$ cat src/rtl/cfgport_pkg.sv
package cfgport_pkg;
    localparam int DW   = 8;
    localparam int NREG = 6;

    localparam int IX_CHIP = 0;
    localparam int IX_ROM  = 1;
    localparam int IX_CLK  = 2;
    localparam int IX_IDA  = 3;
    localparam int IX_IDB  = 4;
    localparam int IX_DMA  = 5;

    typedef logic [NREG-1:0][DW-1:0] reg_bank_t;

    typedef struct packed {
        logic [DW-1:0] idx;
        reg_bank_t     regs;
    } cfg_state_t;

    function automatic logic [DW-1:0] wr_mask(input int i);
        case (i)
            IX_CHIP: return 8'h07;
            IX_ROM:  return 8'h7F;
            IX_CLK:  return 8'hFC;
            IX_DMA:  return 8'hF0;
            default: return 8'h00;
        endcase
    endfunction

    function automatic logic [DW-1:0] rst_byte(input int i);
        case (i)
            IX_ROM:  return 8'h20;
            IX_CLK:  return 8'h04;
            IX_DMA:  return 8'h10;
            default: return 8'h00;
        endcase
    endfunction
endpackage

$ cat src/rtl/cfgport_decode.sv
module cfgport_decode #(
    parameter int                ADDR_W   = 8,
    parameter logic [ADDR_W-1:0] BASE_DEF = 'hA8,
    parameter logic [ADDR_W-1:0] BASE_ALT = 'hA2
) (
    input  logic [ADDR_W-1:0] addr,
    input  logic              alt,
    output logic              hit_idx,
    output logic              hit_dat
);
    localparam logic [ADDR_W-1:0] DAT_DEF = BASE_DEF + 1'b1;
    localparam logic [ADDR_W-1:0] DAT_ALT = BASE_ALT + 1'b1;

    logic [ADDR_W-1:0] idx_addr;
    logic [ADDR_W-1:0] dat_addr;

    always_comb begin
        idx_addr = alt ? BASE_ALT : BASE_DEF;
        dat_addr = alt ? DAT_ALT  : DAT_DEF;
        hit_idx  = (addr == idx_addr);
        hit_dat  = (addr == dat_addr);
    end
endmodule

$ cat src/rtl/cfgport_regs.sv
module cfgport_regs
    import cfgport_pkg::*;
(
    input  logic          clk,
    input  logic          rst_n,
    input  logic          wr_idx,
    input  logic          wr_dat,
    input  logic [DW-1:0] wdata,
    output logic [DW-1:0] idx_q,
    output reg_bank_t     regs_q
);
    cfg_state_t state_d, state_q;
    cfg_state_t state_rst;

    always_comb begin
        state_rst.idx = '0;
        for (int i = 0; i < NREG; i++) begin
            state_rst.regs[i] = rst_byte(i);
        end
    end

    always_comb begin
        state_d = state_q;
        if (wr_idx) begin
            state_d.idx = wdata;
        end else if (wr_dat) begin
            for (int i = 0; i < NREG; i++) begin
                if (state_q.idx == DW'(i)) begin
                    state_d.regs[i] = (wdata & wr_mask(i)) |
                                      (state_q.regs[i] & ~wr_mask(i));
                    if (i == IX_ROM && wdata[6:5] == 2'b00) begin
                        state_d.regs[i][6:5] = state_q.regs[i][6:5];
                    end
                end
            end
        end
    end

    always_ff @(posedge clk) begin
        if (!rst_n) state_q <= state_rst;
        else        state_q <= state_d;
    end

    assign idx_q  = state_q.idx;
    assign regs_q = state_q.regs;
endmodule

$ cat src/rtl/cfgport_rdmux.sv
module cfgport_rdmux
    import cfgport_pkg::*;
(
    input  logic [DW-1:0] idx,
    input  reg_bank_t     regs,
    input  logic          hit_idx,
    input  logic          hit_dat,
    input  logic [4:0]    status_in,
    input  logic          rom_wide,
    input  logic [3:0]    rev_core,
    input  logic [3:0]    rev_bus,
    output logic [DW-1:0] rdata
);
    logic [DW-1:0] reg_val;

    always_comb begin
        case (idx)
            DW'(IX_CHIP): reg_val = {status_in, regs[IX_CHIP][2:0]};
            DW'(IX_ROM):  reg_val = {rom_wide, regs[IX_ROM][6:0]};
            DW'(IX_CLK):  reg_val = {regs[IX_CLK][7:2], 2'b01};
            DW'(IX_IDA):  reg_val = {4'h0, rev_core};
            DW'(IX_IDB):  reg_val = {4'h1, rev_bus};
            DW'(IX_DMA):  reg_val = {regs[IX_DMA][7:4], 4'h0};
            default:      reg_val = 8'hFF;
        endcase
        if (hit_idx)      rdata = idx;
        else if (hit_dat) rdata = reg_val;
        else              rdata = '0;
    end
endmodule

$ cat src/rtl/cfg_index_port.sv
module cfg_index_port
    import cfgport_pkg::*;
#(
    parameter int                ADDR_W   = 8,
    parameter logic [ADDR_W-1:0] BASE_DEF = 'hA8,
    parameter logic [ADDR_W-1:0] BASE_ALT = 'hA2
) (
    input  logic                 clk,
    input  logic                 rst_n,
    input  logic [ADDR_W-1:0]    io_addr,
    input  logic                 io_wr,
    input  logic                 io_rd,
    input  logic [7:0]           io_wdata,
    output logic [7:0]           io_rdata,
    output logic                 rd_hit,
    input  logic [4:0]           status_in,
    input  logic                 rom_wide,
    input  logic [3:0]           rev_core,
    input  logic [3:0]           rev_bus,
    output logic [NREG*DW-1:0]   cfg_out
);
    logic [DW-1:0] idx_q;
    reg_bank_t     regs_q;
    logic          alt_q;
    logic          hit_idx, hit_dat;
    logic [DW-1:0] mux_data;

    assign alt_q = regs_q[IX_CHIP][0];

    cfgport_decode #(
        .ADDR_W(ADDR_W), .BASE_DEF(BASE_DEF), .BASE_ALT(BASE_ALT)
    ) u_decode (
        .addr(io_addr), .alt(alt_q), .hit_idx(hit_idx), .hit_dat(hit_dat)
    );

    cfgport_regs u_regs (
        .clk(clk), .rst_n(rst_n),
        .wr_idx(io_wr && hit_idx), .wr_dat(io_wr && hit_dat),
        .wdata(io_wdata), .idx_q(idx_q), .regs_q(regs_q)
    );

    cfgport_rdmux u_rdmux (
        .idx(idx_q), .regs(regs_q), .hit_idx(hit_idx), .hit_dat(hit_dat),
        .status_in(status_in), .rom_wide(rom_wide),
        .rev_core(rev_core), .rev_bus(rev_bus), .rdata(mux_data)
    );

    assign rd_hit   = io_rd && (hit_idx || hit_dat);
    assign io_rdata = io_rd ? mux_data : '0;
    assign cfg_out  = regs_q;
endmodule

$ cat config.mk
export PLATFORM = sky130hd
export DESIGN_NAME = cfg_index_port
export DESIGN_NICKNAME = d
export VERILOG_FILES = /design/src/rtl/cfgport_pkg.sv /design/src/rtl/cfgport_decode.sv /design/src/rtl/cfgport_regs.sv /design/src/rtl/cfgport_rdmux.sv /design/src/rtl/cfg_index_port.sv
export SDC_FILE = /design/constraint.sdc
export NUM_CORES = 1
export LEC_CHECK = 0
export BUFFER_PORTS_ARGS = -buffer_cell sky130_fd_sc_hd__buf_2
export CAP_MARGIN = 30
export CORE_MARGIN = 1.5
export CORE_UTILIZATION = 51
export DETAILED_ROUTE_END_ITERATION = 6
export PLACE_DENSITY = 0.86
export SYNTH_ARGS = -nofsm -noshare
export SYNTH_HDL_FRONTEND = slang
export SYNTH_HIERARCHICAL = 1
export SYNTH_SLANG_ARGS = --single-unit
$ cat constraint.sdc
create_clock -name clk -period 7.8 [get_ports clk]
set_clock_uncertainty 0.15 [all_clocks]
set_input_delay 1.17 -clock clk [delete_from_list [all_inputs] [get_ports clk]]
set_output_delay 1.17 -clock clk [all_outputs]
set_load 0.05 [all_outputs]
==> out/metrics.cfg <==
[status]
status = finished clean

[detailed_routing]
num_vias = 1913
drc_errors = 0
wire_per_inst_um = 14.5
postRouteAntennaNets = 0
viasPerCell = 5.53
drt_iter0_markers = 124
drtPass1Iterations = 4
drt-total-wl_mm = 5.02

[critical_path]
critPathArrivalTime_ns = 3.27
cp_slowest_cell = nor2b_1
cp_cell_sequence = buf_2 -> or3b_1 -> a2111oi_2 -> nor2b_1 -> a21oi_1 -> a31oi_1 -> and2_1 -> buf_2
cp-start-kind = primary input
cp.required_ns = 6.48
endpoint = io_rdata[0]
critPathMostFrequentCell = buf_2
critPathMaxFanout = 8
r2r_slack_ns = 4.76
reg2reg_depth = 7
crit_start = io_addr[2]
critical-path-max-stage-delay_ns = 0.50
r2r-end = u_regs/regs_q[21]
crit_type = primary input to primary output
end_kind = primary output
timing.rr.start = u_regs/regs_q[0]

[timing]
max_slew_margin_pct = 34.1
setup-violations-final = 0
slew_viol_final = 0
hold_violations = 0
clock.fmax_mhz = 218
layout_min_cycle_time_ns = 4.59
worst_pin_slew_ns = 0.987
rsz0062_at_grt = no
hold_ws_ns = 0.338
finalCritPeriodShare_pct = 58.8
setup_tns_ns = 0

[layout]
fillCellCount = 345
drive_gt1_share_pct = 25.5
stdcell_area_um2 = 2300
area_growth_pct = 13.6
finalNonFillerCells = 346
final_common_cell = buf_2
diodes = 0
final_cell_mix = buf_2, nand2_1, mux2i_1, conb_1, dfxtp_1
final_util_pct = 61.5
nets = 333

[synthesis]
synth-edff-count = 0
ys_types = 48
yosysSeqAreaShare_pct = 27.6
syn_inst = 245
synth_seq_cells = 28
yosys_most_used_dff = dfxtp_1
synth_area_um2 = 2030
yosys_warnings = 6
synthArstFlopShare_pct = 0
postSynthAreaPerCell_um2 = 8.28

[floorplan]
fp.dieW_um = 66.1
row_count = 22
core_area_um2 = 3740
dieArea_um2 = 4360
io_pins = 91
die_y_um = 66.1
start_util_pct = 54.2

[global_routing]
grt_pass1_vias = 1655
grt_overflow = 0
antenna_found_initial = 0
grtUsageTotal_pct = 22.8
grt_max_degree = 30
grt_pass1_wl_mm = 7.71

[cts]
clkLatencyLatePin_ns = 0.28
post_cts_buffers = 0
htreeDepth = 1
ctsHoldBuffers = 0
cts_tree = yes
numCtsBuffers = 3
clockBufferDepth = 2
cts-root-buf = clkbuf_8
cts_sinks = 28
path_clk_slew_ns = 0.09
ctsResizeCount = 0

[power_and_ir_drop]
ir_drop_mv = 0.128
p_leak_nw = 1.04
powerDensity_nw_per_um2 = 133

[run]
max-cap-violations = 0

[placed_design]
placed_cell_area_um2 = 2230
dp_cells = 342
portBuffers = 62
dp.final_hpwl_mm = 3.79
gp_congestion = 0.876

[worst_hold_path]
hold_class = flip-flop to flip-flop

## worst min-delay path by stage
stage	from	to	slack [ns]	cells after the start
2_1_floorplan	u_regs/idx_q[6]	u_regs/idx_q[6]	0.40	2
3_3_place_gp	u_regs/regs_q[20]	u_regs/regs_q[20]	0.31	2
3_5_place_dp	u_regs/regs_q[23]	u_regs/regs_q[23]	0.32	2
4_1_cts	u_regs/regs_q[23]	u_regs/regs_q[23]	0.34	2
5_1_grt	u_regs/regs_q[10]	u_regs/regs_q[10]	0.36	2
6_report	u_regs/regs_q[23]	u_regs/regs_q[23]	0.34	2
## final cells by class
class                           count  area [um^2]  share of cell area [%]
Tap cell                           48         60.1                    2.61
Timing Repair Buffer               63          315                    13.7
Clock inverter                      1         30.0                    1.30
Sequential cell                    28          561                    24.3
Clock buffer                        3         41.3                    1.79
Inverter                            3         11.3                   0.489
Multi-Input combinational cell    200         1280                    55.8
## critical path: cells and delay by family
| kind | cells | cell delay (ns) |
|---|---|---|
| AND/OR/NAND/NOR | 3 | 1.05 |
| AO/OA/AOI/OAI | 3 | 0.70 |
| buffers and inverters | 2 | 0.34 |
## registers in the layout, indices dropped and copies added, names as in the netlist
signal and count:
u_regs/regs_q 20, u_regs/idx_q 8
## through the flow
stage          power [mW]  worst slack [ns]
4_1_cts             0.307              3.22
3_3_place_gp        0.195              2.86
6_report            0.307              3.21
3_5_place_dp        0.196              3.24
2_1_floorplan       0.195              3.33
5_1_grt             0.316              3.02
## Yosys cell counts, types with 2 or more instances
cell type | n | area share [%]
nand3_1 | 7 | 1.7
buf_1 | 3 | 0.56
buf_6 | 2 | 1.1
o21ai_0 | 5 | 1.2
nand2_1 | 29 | 5.4
o31ai_1 | 3 | 1.1
or3b_1 | 2 | 0.86
buf_2 | 3 | 0.74
and4_1 | 2 | 0.86
or3_1 | 2 | 0.62
nand3b_1 | 3 | 1.1
a22o_1 | 4 | 1.7
and4b_1 | 2 | 0.99
and2_1 | 13 | 4.0
mux2i_1 | 28 | 14
nand2b_1 | 3 | 0.93
clkbuf_1 | 5 | 0.93
nor3b_1 | 2 | 0.74
nand4_1 | 6 | 1.9
nor2_1 | 17 | 3.1
a31oi_1 | 5 | 1.5
a21oi_1 | 11 | 2.7
nor2b_1 | 5 | 1.5
buf_4 | 28 | 10
inv_1 | 3 | 0.56
o2bb2ai_1 | 3 | 1.3
dfxtp_1 | 28 | 28
## routing by layer
layer | vias to the layer above | track usage (%) | share of wire, %
met3 | 7 | 2.56 | 6.6
met4 | 0 | 8.42 | 1.5
li1 | 923 | - | -
met1 | 887 | 30.6 | 45
met5 | - | 0 | 0
met2 | 96 | 37.5 | 47
## report_power, final
part	switching, mW	internal [mW]	total, mW
registers	0.000231	0.143	0.143
clock network	0.0449	0.0688	0.114
logic	0.0407	0.00912	0.0498
## cells by family after synthesis
logic type / after synthesis / synth area share, %
AOI/OAI and AO/OA: 40 / 14.5
buffers and inverters: 44 / 14.3
DFF: 28 / 27.6
muxes: 29 / 14.4
other: 1 / 0.185
and+or+nand+nor: 103 / 29.1
Note: power is estimated with default switching activity, not from simulation.
